**src/rtl/pio_timer_pkg.sv**
```systemverilog
package pio_timer_pkg;
  parameter int TCOUNT_W = 4;
  parameter int TSETUP_W = 2;
  parameter int DELAY_W  = 3;
  localparam int PHASE_CNT_W = (TCOUNT_W > TSETUP_W) ? TCOUNT_W : TSETUP_W;

  localparam logic [2:0] OFS_RD_TIMING = 3'd0;
  localparam logic [2:0] OFS_WR_TIMING = 3'd1;
  localparam logic [2:0] OFS_STRAP     = 3'd5;
  localparam logic [2:0] OFS_MISC      = 3'd6;

  typedef enum logic [1:0] {
    PH_IDLE    = 2'd0,
    PH_SETUP   = 2'd1,
    PH_STROBE  = 2'd2,
    PH_RECOVER = 2'd3
  } phase_e;

  typedef struct packed {
    logic [TSETUP_W-1:0] setup;
    logic [TCOUNT_W-1:0] rd_pulse;
    logic [TCOUNT_W-1:0] rd_rec;
    logic [TCOUNT_W-1:0] wr_pulse;
    logic [TCOUNT_W-1:0] wr_rec;
  } drive_timing_t;
endpackage

```
**src/rtl/pio_drive_bank.sv**
```systemverilog
module pio_drive_bank
  import pio_timer_pkg::*;
(
  input  logic                    clk,
  input  logic                    rst_n,
  input  logic                    we_rd,
  input  logic                    we_wr,
  input  logic                    we_setup,
  input  logic [2*TCOUNT_W-1:0]   cyc_word,
  input  logic [TSETUP_W-1:0]     setup_in,
  output drive_timing_t           timing
);
  always_ff @(posedge clk or negedge rst_n) begin
    if (!rst_n) begin
      timing <= '1;
    end else begin
      if (we_rd)    {timing.rd_pulse, timing.rd_rec} <= cyc_word;
      if (we_wr)    {timing.wr_pulse, timing.wr_rec} <= cyc_word;
      if (we_setup) timing.setup <= setup_in;
    end
  end
endmodule

```
**src/rtl/pio_cfg_regs.sv**
```systemverilog
module pio_cfg_regs
  import pio_timer_pkg::*;
#(
  parameter int NUM_DRIVES = 2,
  parameter int DATA_W     = 8,
  parameter int ADDR_W     = 3,
  localparam int IDX_W     = (NUM_DRIVES > 1) ? $clog2(NUM_DRIVES) : 1
) (
  input  logic                clk,
  input  logic                rst_n,
  input  logic                cfg_we,
  input  logic [ADDR_W-1:0]   cfg_addr,
  input  logic [DATA_W-1:0]   cfg_wdata,
  input  logic                strap_25mhz,
  output logic [DATA_W-1:0]   cfg_rdata,
  output drive_timing_t       timing_all [NUM_DRIVES]
);
  localparam int SETUP_LSB = 1 + DELAY_W;
  localparam int PREF_BIT  = SETUP_LSB + TSETUP_W;

  logic [IDX_W-1:0]   sel_q;
  logic [DELAY_W-1:0] delay_q;
  logic               pref_q;

  logic hit_rd, hit_wr, hit_misc;
  logic [IDX_W-1:0] new_sel;

  assign hit_rd   = cfg_we && (cfg_addr == ADDR_W'(OFS_RD_TIMING));
  assign hit_wr   = cfg_we && (cfg_addr == ADDR_W'(OFS_WR_TIMING));
  assign hit_misc = cfg_we && (cfg_addr == ADDR_W'(OFS_MISC));
  assign new_sel  = cfg_wdata[IDX_W-1:0];

  always_ff @(posedge clk or negedge rst_n) begin
    if (!rst_n) begin
      sel_q   <= '0;
      delay_q <= '0;
      pref_q  <= 1'b0;
    end else if (hit_misc) begin
      sel_q   <= new_sel;
      delay_q <= cfg_wdata[DELAY_W:1];
      pref_q  <= cfg_wdata[PREF_BIT];
    end
  end

  for (genvar g = 0; g < NUM_DRIVES; g++) begin : g_drive
    pio_drive_bank u_bank (
      .clk      (clk),
      .rst_n    (rst_n),
      .we_rd    (hit_rd && (sel_q == IDX_W'(g))),
      .we_wr    (hit_wr && (sel_q == IDX_W'(g))),
      .we_setup (hit_misc && (new_sel == IDX_W'(g))),
      .cyc_word (cfg_wdata[2*TCOUNT_W-1:0]),
      .setup_in (cfg_wdata[PREF_BIT-1:SETUP_LSB]),
      .timing   (timing_all[g])
    );
  end

  drive_timing_t sel_timing;
  assign sel_timing = timing_all[sel_q];

  always_comb begin
    cfg_rdata = '0;
    case (cfg_addr)
      ADDR_W'(OFS_RD_TIMING): cfg_rdata = DATA_W'({sel_timing.rd_pulse, sel_timing.rd_rec});
      ADDR_W'(OFS_WR_TIMING): cfg_rdata = DATA_W'({sel_timing.wr_pulse, sel_timing.wr_rec});
      ADDR_W'(OFS_STRAP):     cfg_rdata = DATA_W'(strap_25mhz);
      ADDR_W'(OFS_MISC):      cfg_rdata = DATA_W'({pref_q, sel_timing.setup, delay_q, sel_q});
      default:                cfg_rdata = '0;
    endcase
  end
endmodule

```
**src/rtl/pio_req_slot.sv**
```systemverilog
module pio_req_slot #(
  parameter int IDX_W = 1
) (
  input  logic             clk,
  input  logic             rst_n,
  input  logic             capture,
  input  logic             clear,
  input  logic [IDX_W-1:0] in_drive,
  input  logic             in_write,
  output logic             pend_v,
  output logic [IDX_W-1:0] pend_drive,
  output logic             pend_write
);
  always_ff @(posedge clk or negedge rst_n) begin
    if (!rst_n) begin
      pend_v     <= 1'b0;
      pend_drive <= '0;
      pend_write <= 1'b0;
    end else if (capture) begin
      pend_v     <= 1'b1;
      pend_drive <= in_drive;
      pend_write <= in_write;
    end else if (clear) begin
      pend_v     <= 1'b0;
    end
  end
endmodule

```
**src/rtl/pio_cycle_fsm.sv**
```systemverilog
module pio_cycle_fsm
  import pio_timer_pkg::*;
(
  input  logic          clk,
  input  logic          rst_n,
  input  logic          launch,
  input  logic          launch_write,
  input  drive_timing_t launch_timing,
  output phase_e        phase,
  output logic          rec_last,
  output logic          addr_valid,
  output logic          rd_strobe,
  output logic          wr_strobe,
  output logic          ack
);
  logic [PHASE_CNT_W-1:0] cnt_q;
  logic [TCOUNT_W-1:0]    pulse_l, rec_l;
  logic                   write_l;
  logic                   cnt_zero;

  assign cnt_zero = (cnt_q == '0);

  always_ff @(posedge clk or negedge rst_n) begin
    if (!rst_n) begin
      phase   <= PH_IDLE;
      cnt_q   <= '0;
      pulse_l <= '0;
      rec_l   <= '0;
      write_l <= 1'b0;
      ack     <= 1'b0;
    end else begin
      ack <= 1'b0;
      if (launch) begin
        phase   <= PH_SETUP;
        cnt_q   <= PHASE_CNT_W'(launch_timing.setup);
        write_l <= launch_write;
        pulse_l <= launch_write ? launch_timing.wr_pulse : launch_timing.rd_pulse;
        rec_l   <= launch_write ? launch_timing.wr_rec   : launch_timing.rd_rec;
      end else begin
        case (phase)
          PH_SETUP: begin
            if (cnt_zero) begin
              phase <= PH_STROBE;
              cnt_q <= PHASE_CNT_W'(pulse_l);
            end else begin
              cnt_q <= cnt_q - 1'b1;
            end
          end
          PH_STROBE: begin
            if (cnt_zero) begin
              phase <= PH_RECOVER;
              cnt_q <= PHASE_CNT_W'(rec_l);
              ack   <= 1'b1;
            end else begin
              cnt_q <= cnt_q - 1'b1;
            end
          end
          PH_RECOVER: begin
            if (cnt_zero) phase <= PH_IDLE;
            else          cnt_q <= cnt_q - 1'b1;
          end
          default: phase <= PH_IDLE;
        endcase
      end
    end
  end

  assign rec_last   = (phase == PH_RECOVER) && cnt_zero;
  assign addr_valid = (phase == PH_SETUP) || (phase == PH_STROBE);
  assign rd_strobe  = (phase == PH_STROBE) && !write_l;
  assign wr_strobe  = (phase == PH_STROBE) && write_l;
endmodule

```
**src/rtl/pio_strobe_timer.sv**
```systemverilog
module pio_strobe_timer
  import pio_timer_pkg::*;
#(
  parameter int NUM_DRIVES = 2,
  parameter int DATA_W     = 8,
  parameter int ADDR_W     = 3,
  localparam int IDX_W     = (NUM_DRIVES > 1) ? $clog2(NUM_DRIVES) : 1
) (
  input  logic              clk,
  input  logic              rst_n,
  input  logic              cfg_we,
  input  logic [ADDR_W-1:0] cfg_addr,
  input  logic [DATA_W-1:0] cfg_wdata,
  output logic [DATA_W-1:0] cfg_rdata,
  input  logic              strap_25mhz,
  input  logic              req_valid,
  output logic              req_ready,
  input  logic [IDX_W-1:0]  req_drive,
  input  logic              req_write,
  output logic              addr_valid,
  output logic              rd_strobe,
  output logic              wr_strobe,
  output logic              ack
);
  drive_timing_t    timing_all [NUM_DRIVES];
  phase_e           phase;
  logic             rec_last;
  logic             pend_v, pend_write;
  logic [IDX_W-1:0] pend_drive;
  logic             idle, in_rec, accept, launch;
  logic [IDX_W-1:0] l_drive;
  logic             l_write;

  pio_cfg_regs #(
    .NUM_DRIVES (NUM_DRIVES),
    .DATA_W     (DATA_W),
    .ADDR_W     (ADDR_W)
  ) u_regs (
    .clk         (clk),
    .rst_n       (rst_n),
    .cfg_we      (cfg_we),
    .cfg_addr    (cfg_addr),
    .cfg_wdata   (cfg_wdata),
    .strap_25mhz (strap_25mhz),
    .cfg_rdata   (cfg_rdata),
    .timing_all  (timing_all)
  );

  assign idle      = (phase == PH_IDLE);
  assign in_rec    = (phase == PH_RECOVER);
  assign req_ready = idle || (in_rec && !pend_v);
  assign accept    = req_valid && req_ready;
  assign launch    = (idle && accept) || (rec_last && (pend_v || accept));
  assign l_drive   = pend_v ? pend_drive : req_drive;
  assign l_write   = pend_v ? pend_write : req_write;

  pio_req_slot #(.IDX_W(IDX_W)) u_slot (
    .clk        (clk),
    .rst_n      (rst_n),
    .capture    (accept && in_rec && !rec_last),
    .clear      (rec_last && pend_v),
    .in_drive   (req_drive),
    .in_write   (req_write),
    .pend_v     (pend_v),
    .pend_drive (pend_drive),
    .pend_write (pend_write)
  );

  pio_cycle_fsm u_fsm (
    .clk           (clk),
    .rst_n         (rst_n),
    .launch        (launch),
    .launch_write  (l_write),
    .launch_timing (timing_all[l_drive]),
    .phase         (phase),
    .rec_last      (rec_last),
    .addr_valid    (addr_valid),
    .rd_strobe     (rd_strobe),
    .wr_strobe     (wr_strobe),
    .ack           (ack)
  );
endmodule

```
**config.mk**
```make
export PLATFORM = sky130hd
export DESIGN_NAME = pio_strobe_timer
export DESIGN_NICKNAME = d
export VERILOG_FILES = /design/src/rtl/pio_timer_pkg.sv /design/src/rtl/pio_drive_bank.sv /design/src/rtl/pio_cfg_regs.sv /design/src/rtl/pio_req_slot.sv /design/src/rtl/pio_cycle_fsm.sv /design/src/rtl/pio_strobe_timer.sv
export SDC_FILE = /design/constraint.sdc
export NUM_CORES = 1
export LEC_CHECK = 0
export ABC_AREA = 1
export BUFFER_PORTS_ARGS = -buffer_cell sky130_fd_sc_hd__buf_4
export CAP_MARGIN = 20
export CORE_MARGIN = 4
export CORE_UTILIZATION = 30
export DETAILED_ROUTE_END_ITERATION = 10
export HOLD_SLACK_MARGIN = 0.03
export MAX_ROUTING_LAYER = met4
export PLACE_DENSITY = 0.56
export SKIP_LAST_GASP = 1
export SLEW_MARGIN = 10
export SYNTH_ARGS = -nofsm -noshare
export SYNTH_HDL_FRONTEND = slang
export SYNTH_SLANG_ARGS = --single-unit
```
**constraint.sdc**
```tcl
create_clock -name clk -period 1.5 [get_ports clk]
set_input_delay 0.075 -clock clk [delete_from_list [all_inputs] [get_ports clk]]
set_output_delay 0.075 -clock clk [all_outputs]
set_load 0.02 [all_outputs]
```
## After elaboration in Yosys (flattened, before gate mapping)

Index checks and enable logic that the tools add are counted.

| word-level totals | value |
|---|---|
| memories kept | 0 |
| RAM bits | 0 |
| input port bits | 18 |
| output and inout bits | 13 |
| latch bits | 0 |
| logic and storage cells | 98 |
| ROM bits | 0 |
| flip-flop bits (word level) | 60 |

| cells by class | value |
|---|---|
| equality and inequality tests | 10 |
| $lt $le $gt $ge | 2 |
| add/subtract/negate cells | 1 |
| reductions and logical operators | 33 |
| multiply operators | 0 |
| div/mod/pow operators | 0 |
| shifts and indexed selects | 0 |
| bitwise operators | 4 |
| multiplexer cells | 26 |

Operators by type and width:

| cell | number |
|---|---|
| 18-bit 2-to-1 mux | 6 |
| 8-bit case mux with 4 select lines | 1 |
| 4-bit 2-to-1 mux | 6 |
| 1-bit logical AND | 19 |
| 4-bit case mux with 3 select lines | 1 |
| 2-bit 2-to-1 mux | 4 |
| 1-bit 2-to-1 mux | 7 |
| 3-bit equality test (second input constant) | 2 |
| 3-bit by 2-bit inequality test with 1-bit output (second input constant) | 2 |
| 2-bit case mux with 3 select lines | 1 |
| 2-bit equality test (second input constant) | 2 |
| 2-bit greater-or-equal comparator (second input constant) | 2 |
| 4-bit zero test | 1 |
| 1-bit logical OR | 4 |
| 1-bit inverter with 2-bit output | 2 |
| 4-bit nonzero test | 1 |
| 4-bit by 1-bit subtractor with 4-bit output (second input constant) | 1 |
| 3-bit by 1-bit equality test with 1-bit output (second input constant) | 1 |
| 1-bit zero test | 3 |
| 3-bit zero test | 1 |
| 3-bit by 1-bit inequality test with 1-bit output (second input constant) | 1 |
| 3-bit inequality test (second input constant) | 1 |
| 3-bit AND reduction | 1 |
| 2-bit by 1-bit equality test with 1-bit output (second input constant) | 1 |
| 4 further kinds | 5 |

## Logic depth before layout (Yosys ltp)

| depth | value |
|---|---|
| depth in word-level cells | 9 |
| mapped depth | 13 |
| mapped depth without buffers | 12 |

## Modules after synthesis

A second synthesis with hierarchy kept.

| unflattened totals | value |
|---|---|
| cell total of the unflattened synthesis | 510 |
| area total of the unflattened synthesis | 3573.4 um2 |

By module, submodules not included:

| module | cells an instance | sequential area each (um2) | instances | area each (um2) |
|---|---|---|---|---|
| pio_drive_bank | 77 | 473.0 | 2 | 709.4 |
| pio_cycle_fsm | 136 | 400.4 | 1 | 1026.0 |
| pio_cfg_regs | 132 | 125.1 | 1 | 669.4 |
| pio_strobe_timer | 75 | 0.0 | 1 | 346.6 |
| pio_req_slot | 13 | 75.1 | 1 | 112.6 |

## Worst setup path before layout

Ideal clock, no wire load.

| timing path | value |
|---|---|
| path type | register to register |
| start point | register u_fsm.phase[0] |
| end point | register u_fsm.cnt_q[1] |
| setup time | 0.117 ns |
| data arrival time | 1.487 ns |
| period minus slack after synthesis | 1.604 ns |
| slack | -0.104 ns |
| stages on the path, launching flop included | 14 |
| buffers on the path | 2 |
| cell sequence | dfrtp_1 ha_1 buf_4 nand2_1 nand2_2 nand2_1 nand2_1 nand2_2 nand2_4 inv_4 buf_6 nand2_2 nand3_2 nand2_1 |

| on the way | value |
|---|---|
| word-level cells in the longest chain between the ends | 9 |

Ends and longest elaborated chain:

| element | RTL line | RTL |
|---|---|---|
| start: declaration | pio_cycle_fsm.sv:9 | `output phase_e phase,` |
| start signal: assignment | pio_cycle_fsm.sv:25 | `phase <= PH_IDLE;` |
| start signal: assignment | pio_cycle_fsm.sv:34 | `phase <= PH_SETUP;` |
| start signal: assignment | pio_cycle_fsm.sv:43 | `phase <= PH_STROBE;` |
| 2-bit equality test | pio_strobe_timer.sv:50 | `assign in_rec = (phase == PH_RECOVER);` |
| 1-bit logical AND | pio_strobe_timer.sv:51 | `assign req_ready = idle \|\| (in_rec && !pend_v);` |
| 1-bit logical OR * | pio_strobe_timer.sv:51 |  |
| named net req_ready | pio_strobe_timer.sv:17 | `output logic req_ready,` |
| 1-bit logical AND * | pio_strobe_timer.sv:52 | `assign accept = req_valid && req_ready;` |
| 1-bit logical OR | pio_strobe_timer.sv:53 | `assign launch = (idle && accept) \|\| (rec_last && (pend_v \|\| accept));` |
| 1-bit logical AND | pio_strobe_timer.sv:53 |  |
| 1-bit logical OR * | pio_strobe_timer.sv:53 |  |
| 3-bit inequality test (no source line) / 4-bit nonzero test (equally long branches) | -- |  |
| 2-bit AND reduction (no source line) | -- |  |
| end signal: assignment | pio_cycle_fsm.sv:52 | `cnt_q <= PHASE_CNT_W'(rec_l);` |
| end signal: assignment | pio_cycle_fsm.sv:55 | `cnt_q <= cnt_q - 1'b1;` |
| end signal: assignment | pio_cycle_fsm.sv:60 | `else cnt_q <= cnt_q - 1'b1;` |
| end: declaration | pio_cycle_fsm.sv:16 | `logic [PHASE_CNT_W-1:0] cnt_q;` |

The timed path passes the listed nets; every way through them passes the cells marked *.
A chain may end at the register's enable or synchronous reset.

## Worst setup path in the final report

| timing path | value |
|---|---|
| start point | register u_regs.sel_q |
| end point | output cfg_rdata[1] |

| on the way | value |
|---|---|
| word-level cells in the longest chain between the ends | 5 |

Ends and longest elaborated chain:

| element | RTL line | RTL |
|---|---|---|
| start: declaration | pio_cfg_regs.sv:21 | `logic [IDX_W-1:0] sel_q;` |
| start signal: assignment | pio_cfg_regs.sv:39 | `sel_q <= new_sel;` |
| 1-bit inverter with 2-bit output (not written as such) | pio_cfg_regs.sv:59 | `assign sel_timing = timing_all[sel_q];` |
| 18-bit 2-to-1 mux (not written as such) (3 in a row) | pio_cfg_regs.sv:59 |  |
| 8-bit case mux with 4 select lines | pio_cfg_regs.sv:63 | `case (cfg_addr)` |
| end: declaration | pio_strobe_timer.sv:14 | `output logic [DATA_W-1:0] cfg_rdata,` |

No other way between the ends. The select of a mux whose other input is x is not followed.

==> impl_metrics.env <==
export IMPL_gp_congestion=0.847
export IMPL_synth_top_family_by_area="simple AND/OR/NAND/NOR gates"
export IMPL_crit_arrival_ns=1.59
export IMPL_synthAdderAreaFrac_pct=2.23
export IMPL_port_buffers=30
export IMPL_slew_violations=0
export IMPL_synth_area_mm2=0.00336
export IMPL_synth_area_per_cell_um2=7.91
export IMPL_vias=3129
export IMPL_hold_depth=3
export IMPL_r2r_end="u_regs.g_drive[1].u_bank.timing[6]"
export IMPL_holdPathEnd="u_regs.g_drive[0].u_bank.timing[3]"
export IMPL_vias_per_cell=4.80
export IMPL_worstPathMaxFanout=6
export IMPL_synthesis_nets=449
export IMPL_switchingPower_mw=3.94
export IMPL_grt_antenna_before_repair=0
export IMPL_timing_fmax_mhz=599
export IMPL_synth_flop_cell="dfstp_2"
export IMPL_clock_path_buffers=2
export IMPL_final_hold_violation_count=0
export IMPL_vdd_drop_max_uv=953
export IMPL_status="finished, violations left"
export IMPL_cts_made_buffers=9
export IMPL_areaGrowthSynthToFinish_pct=43.7
export IMPL_path_class="register to output port"
export IMPL_grt_pass1_wl_mm=15.0
export IMPL_power_mw=9.43
export IMPL_antenna_left=0
export IMPL_leakagePower_nw=2.20
export IMPL_dpl_cell_count=612
export IMPL_cts_root_buf="clkbuf_8"
export IMPL_swShare_pct=41.8
export IMPL_pwr_share_clk_pct=16.8
export IMPL_drive_above_1_share_pct=43.9
export IMPL_layout_cells_non_filler=652
export IMPL_rsz0062_at_grt="true"
export IMPL_clk_pin_slew_ns=0.07
export IMPL_synth_common_cells="125 x nand2_1, 50 x o21ai_1, 36 x dfstp_2, 31 x inv_1, 24 x dfrtp_1"
export IMPL_core_mm2=0.0109
export IMPL_synth_most_common_cell="nand2_1"
export IMPL_synth_compound_area_share_pct=15.4
export IMPL_hp_class="primary input to register"
export IMPL_synth_edf_count=0
export IMPL_critical_path_required_ns=1.42
export IMPL_seqCellArea_mm2=0.00155
export IMPL_drc=0
export IMPL_rr_worst_depth=5
export IMPL_wl_mm=9.42
export IMPL_multi_input_area_mm2=0.00186
export IMPL_pin_count=31
export IMPL_combPwrFrac_pct=54.5
export IMPL_synthSimpleGateAreaFrac_pct=26.6
export IMPL_grt_overflow=0
export IMPL_yosysUniqueCellTypes=36
export IMPL_post_place_ws_ns=-0.0841
export IMPL_synth_seq_cells=60
export IMPL_fin_crit_sh_pct=111
export IMPL_setup_slack_ns=-0.170
export IMPL_power_internal_mw=5.49
export IMPL_htree_levels=3
export IMPL_synth_top_area_share_pct=28.1
export IMPL_synthTopCellsByArea="dfstp_2 28%, dfrtp_1 18%, nand2_1 14%"
export IMPL_initialDrtViolationCount=176
export IMPL_grt_pass1_vias=2999
export IMPL_drv_cap=0
export IMPL_muxShareOfSynthArea_pct=1.82
export IMPL_start_kind="register"
export IMPL_violations="negative setup slack"
export IMPL_die_area_mm2=0.0130
export IMPL_whs_ns=0.0612
export IMPL_clock_sinks=60
export IMPL_num_fill_cells=1091
export IMPL_finalCriticalPeriod_ns=1.67
export IMPL_reg2reg_from="u_regs.sel_q"
export IMPL_synth_xor_area_share_pct=0.260
export IMPL_nNetsFinal=531
export IMPL_min_from="cfg_wdata[3]"
export IMPL_grt_max_degree=36
export IMPL_fin_tns_setup_ns=-1.99
export IMPL_tightestPinTransition_ns=0.487
export IMPL_drtPass1Iterations=5
export IMPL_cts_tree="done"
export IMPL_die_x_um=114
export IMPL_dp_hpwl_mm=6.17
export IMPL_r2r_setup_slack_ns=-0.08
export IMPL_ys_seq_area_share_pct=46.0
export IMPL_ys_warn_count=0
export IMPL_wl_per_cell_um=14.4
export IMPL_insertion_delay_ns=0.34
export IMPL_n_antenna_cell=0
export IMPL_grt_usage_pct=14.9
export IMPL_power_density_mw_per_mm2=1950
export IMPL_skew_ns=0.00734
export IMPL_slew_limit_headroom_pct=67.5
export IMPL_async_flop_share_pct=100
export IMPL_synth_top_cell_by_area="dfstp_2"
export IMPL_fp_row_count=38
export IMPL_finalSetupViolCount=29
export IMPL_pwr_share_seq_pct=28.7
export IMPL_cp_end_kind="output port"
export IMPL_syn_inst=425
export IMPL_dieHeight_um=114
export IMPL_start_util_pct=30.9
==> flip-flops by register name, indices dropped and copies added, names as in the netlist <==
signal / cells
u_regs.g_drive.u_bank.timing: 36
u_fsm.cnt_q: 4
u_fsm.pulse_l: 4
u_fsm.rec_l: 4
u_regs.delay_q: 3
u_fsm.phase: 2
u_fsm.ack: 1
u_fsm.write_l: 1
u_regs.pref_q: 1
u_regs.sel_q: 1
u_slot.pend_drive: 1
u_slot.pend_v: 1
u_slot.pend_write: 1
==> per-layer routing <==
metal	vias up	GRT usage (%)	wire [µm]
li1	1561	-	-
met1	1487	19.3	4260
met2	67	23.5	4610
met3	14	3.45	398
met4	0	4.59	150
met5	-	-	0
==> cell usage in the layout, fill, tap and decap left out, types with 10 or more instances in the layout <==
cell type and count:
nand2_2 16, dfstp_2 36, nor2_1 18, inv_1 24, a21oi_1 10, buf_6 22
nand2_4 11, buf_4 48, o21ai_0 12, o21ai_1 48, inv_2 11, nand2_1 106
dfrtp_1 22, nand3_1 14, o21ai_2 10
==> worst max-delay path, cell delays in order, from the launching register on <==
cell and delay (ns):
dfrtp_2 0.51, clkbuf_16 0.20, o21ai_1 0.08, a221o_1 0.32, buf_6 0.14
==> kinds of logic (layout without fill, tap and decap cells) <==
group | Yosys count | after routing
xor gates and xnor gates | 1 | 1
adders and majority gates | 6 | 6
and+or+nand+nor | 198 | 199
AOI/OAI and AO/OA | 96 | 96
buffers and inverters | 58 | 144
muxes | 6 | 6
DFF | 60 | 60
==> per-stage QoR <==
| step | area, µm² | utilization [%] |
|---|---|---|
| CTS | 4470 | 41.1 |
| floorplan | 3390 | - |
| global route | 4830 | 44.4 |
| global placement | 3980 | 36.6 |
| detailed placement | 3980 | 36.6 |
| finish | 4830 | 44.4 |
==> power by group through the flow <==
stage / Clock [mW] / Combinational (mW) / Sequential [mW]
after detailed placement: 0 / 3.78 / 2.67
after floorplan: 0 / 2.55 / 2.58
after global placement: 0 / 3.75 / 2.65
after global routing: 1.71 / 5.63 / 2.77
after CTS: 1.64 / 4.29 / 2.66
final: 1.59 / 5.14 / 2.71
==> layout make-up <==
class                   count  area share, %
clock inverters             6           1.42
inverters                  42           3.86
repair inverters            1          0.129
well taps                 140           3.63
clock buffers              10           3.08
repair buffers             85           17.3
multi-input cells         308           38.5
flip-flops and latches     60           32.1
==> worst max path at each step <==
stage,from,to,slack [ns]
floorplan,u_fsm.phase[1],u_fsm.cnt_q[1],-0.02
global route,u_regs.sel_q,cfg_rdata[0],-0.23
detailed placement,u_fsm.phase[1],u_fsm.pulse_l[2],-0.08
finish,u_regs.sel_q,cfg_rdata[1],-0.17
CTS,u_regs.sel_q,cfg_rdata[1],-0.16
global placement,u_fsm.cnt_q[1],u_fsm.phase[0],-0.06
==> what timing repair did <==
action,CTS,global route
resized for setup,39,79
setup endpoints to repair,27,29
gates cloned,2,2
endpoints found under the hold margin,39,0
pin swaps,6,22
hold buffers,7,0
setup buffers,6,8
(Power assumes the default switching activity.)
